$ cat config.mk
export PLATFORM = sky130hd
export DESIGN_NAME = i2s_rate_master
export DESIGN_NICKNAME = d
export VERILOG_FILES = /design/src/rtl/i2s_rate_master.sv
export SDC_FILE = /design/constraint.sdc
export NUM_CORES = 1
export LEC_CHECK = 0
export ABC_AREA = 0
export BUFFER_PORTS_ARGS = -buffer_cell sky130_fd_sc_hd__buf_2
export CAP_MARGIN = 20
export CORE_AREA = 2 2 101 103
export DETAILED_ROUTE_END_ITERATION = 6
export DIE_AREA = 0 0 103 105
export PLACE_DENSITY_LB_ADDON = 0.12
export REMOVE_ABC_BUFFERS = 1
export SYNTH_ARGS = -nofsm -noshare
export SYNTH_HDL_FRONTEND = slang
export SYNTH_SLANG_ARGS = --single-unit
$ cat constraint.sdc
create_clock -name clk -period 1.85 [get_ports clk]
set_input_delay 0.37 -clock clk [delete_from_list [all_inputs] [get_ports clk]]
set_output_delay 0.37 -clock clk [all_outputs]
set_load 0.01 [all_outputs]
$ cat src/rtl/i2s_rate_master.sv
module i2s_rate_master #(
  parameter int          SETTLE_FRAMES = 16,
  parameter logic [2:0]  DEF_CODE      = 3'd1
) (
  input  logic        clk,
  input  logic        rst,
  input  logic        ref44_tick,
  input  logic        ref48_tick,
  input  logic        rate_req,
  input  logic [2:0]  rate_code,
  input  logic        in_valid,
  output logic        in_ready,
  input  logic [31:0] in_left,
  input  logic [31:0] in_right,
  output logic        mclk,
  output logic        bclk,
  output logic        lrclk,
  output logic        sdata,
  output logic        ready,
  output logic        mute
);
  localparam int SLOT = 32;
  localparam int FRM  = 2 * SLOT;
  localparam int CW   = $clog2(SETTLE_FRAMES + 1);

  typedef enum logic [1:0] {S_RUN, S_DRAIN, S_SWITCH, S_SETTLE} st_t;

  function automatic logic [2:0] div_of(input logic [2:0] c);
    case (c[2:1])
      2'd0:    div_of = 3'd4;
      2'd1:    div_of = 3'd2;
      default: div_of = 3'd1;
    endcase
  endfunction

  st_t            st;
  logic           fam;
  logic [2:0]     div, pend;
  logic [1:0]     pre;
  logic [8:0]     q;
  logic [CW-1:0]  frm;
  logic [FRM-1:0] sh;

  wire code_ok = rate_code < 3'd6;
  wire tick    = fam ? ref48_tick : ref44_tick;
  wire adv     = (st != S_SWITCH) && tick && ({1'b0, pre} == div - 3'd1);
  wire wrap    = adv && (q == 9'd511);
  wire load    = adv && (q == 9'd7);

  assign in_ready = (st == S_RUN) && load;
  assign mclk     = q[0];
  assign bclk     = q[2];
  assign lrclk    = q[8];
  assign ready    = (st == S_RUN);
  assign mute     = (st != S_RUN);
  assign sdata    = sh[FRM-1] && (st == S_RUN);

  always_ff @(posedge clk) begin
    if (rst) begin
      st   <= S_SETTLE;
      fam  <= DEF_CODE[0];
      div  <= div_of(DEF_CODE);
      pend <= DEF_CODE;
      pre  <= '0;
      q    <= '0;
      frm  <= '0;
      sh   <= '0;
    end else begin
      if (st != S_SWITCH && tick) pre <= adv ? 2'd0 : pre + 2'd1;
      if (adv) q <= q + 9'd1;
      if (load)
        sh <= (in_ready && in_valid) ? {in_left, in_right} : '0;
      else if (adv && q[2:0] == 3'd7)
        sh <= {sh[FRM-2:0], 1'b0};
      case (st)
        S_RUN:    if (rate_req && code_ok) begin
                    pend <= rate_code;
                    st   <= S_DRAIN;
                  end
        S_DRAIN:  if (wrap) st <= S_SWITCH;
        S_SWITCH: begin
                    fam <= pend[0];
                    div <= div_of(pend);
                    pre <= '0;
                    q   <= '0;
                    frm <= '0;
                    st  <= S_SETTLE;
                  end
        default:  if (wrap) begin
                    if (frm == CW'(SETTLE_FRAMES - 1)) st <= S_RUN;
                    else frm <= frm + 1'b1;
                  end
      endcase
    end
  end
endmodule

==> summary.txt, run 1 <==
Synth
  – Avg Cell Area, Syn: 8.13 um^2
  – Compound-Gate Fraction of Synth Area: 23.2%
  – Cells after Synth: a little under 600
  – Synth Area in Adders: 2.32%
  – Synth unique cells: 46
  – Commonest cells in the netlist: dfxtp_1 (89), nor2_1 (86), inv_1 (73)
  – Syn Std Cell Area: a little under 5000 um^2
  – Synth area leaders: dfxtp_1 (37%), a311oi_1 (8.7%), a21oi_1 (7.3%)
  – Largest family of logic cells by synthesized area: compound AO/OA/AOI/OAI gates
  – Synth warnings: 0
  – Yosys top cell by area: dfxtp_1
  – Top-area cell type share of the netlist area: 36.7%
  – Post-synth EDFFs: 0
  – Post-Synth XOR/XNOR Area: between 1.5 and 2%
  – Post-synthesis sequential area ratio: a little under two fifths
  – Most frequent cell after synthesis: dfxtp_1
  – Ys flop type: dfxtp_1
  – Number of register bits inferred by synthesis: 89
  – Simple-Gate Fraction of Synth Area: 21.2%
  – Asr flop ratio synth: 0%
  – Share of synthesized area spent on multiplexers: 1.03%

Min path
  – Hold WC Path Type: primary input to flop

Finish
  – Fin cells: 850
  – Layout cell share with drive strength beyond 1: roughly 54%
  – Storage cell area: 1790 um^2
  – Layout Nets: 794
  – Ant diodes: 0
  – # fillers: 659
  – Synth-to-layout area growth: 50.6%
  – Footprint of the multi-input gates: roughly 3400 um^2

Clocking
  – Clock Sinks: just under 90
  – Clk slew on worst S/H paths: 90 ps
  – Root buf cell: clkbuf_8
  – CTS buffer count: 9
  – H-tree depth: 3
  – Clk Latency, worst-skew pair: 370 ps
  – TritonCTS clock tree: built
  – Deepest clock path buffer count: 2
  – Hold_buf cts: 0

Timing
  – Fin. Hold Viols: 0
  – Final worst slack: -246 ps
  – Setup Skew: 12.8 ps
  – Final setup fails: 71
  – Relative slew slack: 71.5%
  – Period utilization: 113%
  – Worst hold slack: approximately 260 ps
  – Worst Tran Pin Value: 428 ps
  – Slew Limit Fails: 0
  – Min Tclk post-route: 2100 ps
  – RSZ-0062 raised after global routing: true
  – Fmax: 0.477 GHz

Floorplan
  – Die width: 103 um
  – IO Pins: 80
  – Total core area: 9640 um^2
  – Initial Util: about half
  – Die Area: 10800 um^2
  – Die height: 105 um
  – # rows: 36

Placement
  – Placed cell count: 797
  – DP HPWL: 7.54 mm
  – Number of port buffers: 79
  – Gpl congestion: 0.807

Setup path
  – Crit path DAT: 2350 ps
  – Kind of start point of the critical path: flop
  – Crit path capture type: flop
  – Max Fanout on Critical Path: 8
  – Class of the most critical setup path: flop to flop
  – Worst Path Required: ~2100 ps

Status
  – Failing checks: negative setup slack
  – Outcome: finished, violations left

Detailed routing
  – 1st-pass router iterations: 4
  – Via count of the routed design: roughly 4800
  – WL final: around 15 mm
  – DR WL/cell: 17.4 um
  – Via density per instance: about 5.7
  – Final ANT Viol Nets: 0
  – Initial drt markers: 204
  – Post-route DRC: 0

Power and ir drop
  – VDD IR-drop max: ~0.37 mV
  – Lkg Pwr: 2.53 nW
  – Power per Cell Area: 469 nW/um^2

Run
  – Max-cap viol count: 0

Global route
  – First-pass GRT wire length: 20.5 mm
  – GRT Resource Usage Total: 23.4%
  – Remaining Overflow, GRT: 0
  – Initial antenna violation count: 0
  – Vias in the first global route: 4292
  – Largest net degree at the start of global routing: 68
## worst max-delay path: stages (launching register included)
cell	delay (ps)
dfxtp_2	340
inv_2	40
ha_4	260
xor2_2	170
buf_4	160
and3_4	230
o211a_4	290
buf_8	160
nor2_1	40
nor3_1	280
## state kept, by name, indices dropped and copies added (netlist names)
signal	flops
div	3
pre	2
sh	64
fam	1
st	2
frm	5
pend	3
q	9
## cell families after synthesis
logic type | Yosys count
AND/OR/NAND/NOR | 205
AO/OA/AOI/OAI | 150
buffers and inverters | 129
flip-flops | 89
XOR/XNOR | 9
adder cells (fa/ha/maj) | 9
multiplexers | 5
## layer usage
metal  vias to the layer above  share of wire [%]  GRT usage (%)
li1                       2330                  -              -
met1                      2366                 42           31.6
met2                       112                 52           38.4
met3                        24                3.9           4.41
met4                         0                1.7           5.64
met5                         -                  0              0
## final cells by class
class / count / area share (%)
clock inverters: 6 / 0.583
inverters: 73 / 3.75
well taps: 133 / 2.28
multi-input cells: 378 / 46.3
clock buffers: 10 / 1.88
repair buffers: 161 / 20.7
flip-flops and latches: 89 / 24.5
## per-stage QoR
| step | setup TNS [ps] | area, um^2 | utilization (%) | total power (W) | worst slack, ps |
|---|---|---|---|---|---|
| floorplan | -153130 | 4460 | - | 0.00200 | -2370 |
| global placement | -2140 | 5520 | 57.3 | 0.00214 | -155 |
| detailed placement | -4990 | 5520 | 57.3 | 0.00214 | -201 |
| CTS | -9190 | 6140 | 63.7 | 0.00340 | -224 |
| global route | -15570 | 7300 | 75.8 | 0.00355 | -309 |
| finish | -10270 | 7300 | 75.8 | 0.00343 | -246 |
## layout by cell type, fill, tap and decap left out, types with 3 or more instances in the layout
| master | n |
|---|---|
| dfxtp_1 | 84 |
| nand2_1 | 9 |
| inv_1 | 71 |
| mux2i_1 | 5 |
| a211o_1 | 3 |
| xnor2_1 | 4 |
| nand4_1 | 4 |
| nor3_1 | 17 |
| clkbuf_16 | 11 |
| buf_2 | 79 |
| a311oi_2 | 58 |
| nor2_4 | 30 |
| a311oi_1 | 3 |
| buf_6 | 15 |
| buf_12 | 13 |
| nand3_1 | 4 |
| buf_16 | 4 |
| clkbuf_8 | 10 |
| nand2_2 | 5 |
| nor3_2 | 52 |
| nor2_2 | 25 |
| ha_2 | 6 |
| a21oi_1 | 70 |
| o21ai_0 | 4 |
| buf_4 | 38 |
| nor2_1 | 31 |
| dfxtp_2 | 5 |
## worst paths after layout
path                      from       to  slack (ps)  cells past startpoint
setup / recovery        div[1]    sh[4]        -250                      9
setup reg to reg        div[1]    sh[4]        -250                      9
hold / removal    rate_code[2]  pend[2]         260                      3
hold reg to reg         frm[4]   frm[4]         480                      2
## repair_timing
action	CTS	global route
cloned	5	12
resized for setup	48	191
endpoints found under the setup margin	71	81
pin swaps	10	72
setup buffers	11	15
## power breakdown
group	total (W)	internal [W]	leakage, nW	switching (W)
Combinational	0.000222	0.0000981	1.73	0.000124
Clock	0.00128	0.000528	0.0887	0.000756
Sequential	0.00192	0.00192	0.719	0.00000459
No activity file was read; power rests on OpenSTA's default activity.
==> run 2, diff against run 1 <==
--- a/config.mk
+++ b/config.mk
@@ -8,11 +8,12 @@
 export ABC_AREA = 0
 export BUFFER_PORTS_ARGS = -buffer_cell sky130_fd_sc_hd__buf_2
 export CAP_MARGIN = 20
-export CORE_AREA = 2 2 101 103
+export CORE_AREA = 2 2 107 109
 export DETAILED_ROUTE_END_ITERATION = 6
-export DIE_AREA = 0 0 103 105
+export DIE_AREA = 0 0 109 111
 export PLACE_DENSITY_LB_ADDON = 0.12
 export REMOVE_ABC_BUFFERS = 1
+export SLEW_MARGIN = 20
 export SYNTH_ARGS = -nofsm -noshare
 export SYNTH_HDL_FRONTEND = slang
 export SYNTH_SLANG_ARGS = --single-unit
==> run 2 against run 1 <==
  * The flow still finishes with violations (negative setup slack)
  * Critical path depth unchanged
  * Setup slack improved by 53 ps
  * Wire length decreased by 11%
  * Sequential share of layout area increased by 3.2 points
  * Hold slack improved by 6.8 ps
  * Cell count decreased by 0.71%
  * Global-route usage decreased by 1.7 points
  * Core utilization decreased by 17 points
  * Clock power increased by 32%
  * Highest routed layer unchanged
==> summary.txt, run 2 (synthesized netlist as in run 1, its figures left out) <==
Clocking
  – Hold_buf cts: 0 (unchanged)
  – Clk slew on worst S/H paths: 70 ps (-20 ps)
  – Clock Sinks: 89 (unchanged)
  – TritonCTS clock tree: built
  – H-tree depth: 3 (unchanged)
  – CTS buffer count: 9 (unchanged)
  – Deepest clock path buffer count: 2 (unchanged)
  – Clk Latency, worst-skew pair: 350 ps (-20 ps)
  – Root buf cell: clkbuf_16

Floorplan
  – Die height: 111 um (+5.7%)
  – Die width: 109 um (+5.8%)
  – IO Pins: 80 (unchanged)
  – Die Area: 12100 um^2 (+12%)
  – Initial Util: 43.8% (-6.5 points)
  – # rows: 39 (+8.3%)
  – Total core area: 11100 um^2 (+15%)

Finish
  – Final Instance Area: 6470 um^2 (-11%)
  – Max reg flops: 64 (unchanged)
  – Storage cell area: 1790 um^2 (about the same)
  – Layout Nets: 778 (-2.0%)
  – Footprint of the multi-input gates: 2780 um^2 (-18%)
  – Synth-to-layout area growth: 33.5%
  – Largest registers: sh (64), q (9), frm (5)
  – Layout cell share with drive strength beyond 1: 37.2% (-17 points)
  – Largest Register: sh
  – Commonest non-fill, non-tap cell in the layout: dfxtp_1
  – # fillers: 986 (+50%)
  – Ant diodes: 0 (unchanged)
  – Most frequent cells in the layout: dfxtp_1 (83), nor2_1 (80), buf_2 (79), a21oi_1 (71), inv_1 (70)

Timing
  – Relative slew slack: 66.3% (-5.2 points)
  – Slew Limit Fails: 0 (unchanged)
  – Setup Skew: 8.60 ps (-4.16 ps)
  – Final setup fails: 71 (unchanged)
  – Final worst slack: -193 ps (+53.1 ps)
  – Period utilization: 110% (-2.9 points)
  – Fmax: 0.489 GHz (+2.6%)
  – Min Tclk post-route: 2040 ps (-53.1 ps)
  – Worst Tran Pin Value: 505 ps (+77.3 ps)
  – RSZ-0062 raised after global routing: true
  – Fin. Hold Viols: 0 (unchanged)

Detailed routing
  – 1st-pass router iterations: 4 (unchanged)
  – DR WL/cell: 15.6 um (-11%)
  – Via density per instance: 5.41 (-4.8%)
  – Post-route DRC: 0 (unchanged)
  – Final ANT Viol Nets: 0 (unchanged)
  – WL final: 13.1 mm (-11%)
  – Initial drt markers: 160 (-22%)
  – Via count of the routed design: 4568 (-5.5%)

Power and ir drop
  – Lkg Pwr: 2.15 nW (-15%)
  – VDD IR-drop max: 0.488 mV (+30%)
  – Power per Cell Area: 589 nW/um^2 (+26%)
  – Final total power: 0.00381 W (+11%)

Setup path
  – Kind of start point of the critical path: flop
  – Crit path DAT: 2330 ps (-20 ps)
  – Worst Path Required: 2140 ps (+40 ps)
  – Max Fanout on Critical Path: 4 (-4)
  – Class of the most critical setup path: flop to flop
  – Crit path capture type: flop

Global route
  – Largest net degree at the start of global routing: 58 (-15%)
  – Remaining Overflow, GRT: 0 (unchanged)
  – Vias in the first global route: 4273 (-0.44%)
  – First-pass GRT wire length: 20.9 mm (+2.0%)
  – Initial antenna violation count: 0 (unchanged)
  – GRT Resource Usage Total: 21.7% (-1.7 points)

Placement
  – Gpl congestion: 0.823 (+2.0%)
  – Post-DP Area: 5490 um^2 (-0.63%)
  – DP HPWL: 7.60 mm (+0.90%)
  – Number of port buffers: 79 (unchanged)

Status
  – Outcome: finished, violations left
  – Failing checks: negative setup slack

Min path
  – Hold WC Path Type: primary input to flop

Run
  – Max-cap viol count: 0 (unchanged)
run 2: cell count changes in the layout (fill, tap and decap cells not counted), moves of 3 or more:
cell	previous run	this run
nor3_2	52	17
nor2_4	30	0
clkbuf_1	0	3
a311oi_1	3	29
buf_12	13	10
nand2_1	9	12
nor2_2	25	6
buf_4	38	42
buf_6	15	7
nor2_1	31	80
clkbuf_8	10	0
nand2_2	5	2
nor3_1	17	50
a311oi_2	58	34
run 2: layout make-up:
type,count,share of cell area [%]
inverters,73,4.23
repair buffers,145,18.3
clock buffers,12,3.65
flip-flops and latches,89,27.6
well taps,143,2.76
clock inverters,4,0.464
multi-input cells,378,42.9
run 2: per-layer routing:
layer	vias to the layer above	share of wire, %	global-route usage (%)
li1	2285	-	-
met1	2155	45	30.1
met2	110	48	33.2
met3	18	4.7	4.35
met4	0	2.0	7.95
met5	-	0	0
run 2: path summary, 6_finish.rpt:
kind	slack, ps	from	endpoint	cells after the start
max	-190	q[0]	frm[3]	9
min	270	rate_code[1]	pend[1]	3
max reg2reg	-190	q[0]	frm[3]	9
min reg2reg	470	pend[0]	fam	1
run 2: what timing repair did:
action | in CTS | in global routing
endpoints found under the setup margin | 67 | 81
gates cloned | 5 | 2
buffers inserted | 13 | 6
pin swaps | 9 | 19
gates resized for setup | 24 | 61
run 2: report_power, final:
| part | switching, W | leakage [nW] | internal, W | total (W) |
|---|---|---|---|---|
| registers | 0.00000478 | 0.718 | 0.00192 | 0.00192 |
| logic | 0.000110 | 1.30 | 0.0000911 | 0.000201 |
| clock network | 0.000775 | 0.127 | 0.000914 | 0.00169 |
run 2: critical path, cell delays in order, from the launching register on:
cell,delay (ps)
dfxtp_2,350
ha_4,130
and2_4,140
nand2_2,50
nor2_2,110
ha_2,200
nand4_4,110
or3_4,400
or4_4,420
nand3_2,70
run 2: stage by stage:
step           hold slack (ps)  std cells  setup TNS [ps]  util [%]  setup WS, ps
4_1_cts                    266        838           -9660      55.1          -237
5_1_grt                    287        844          -15710      58.4          -271
3_3_place_gp               446        804           -1490      49.5         -79.3
3_5_place_dp               461        804           -6280      49.5          -141
2_1_floorplan              435        540         -153130         -         -2370
6_report                   271        844           -8610      58.4          -193
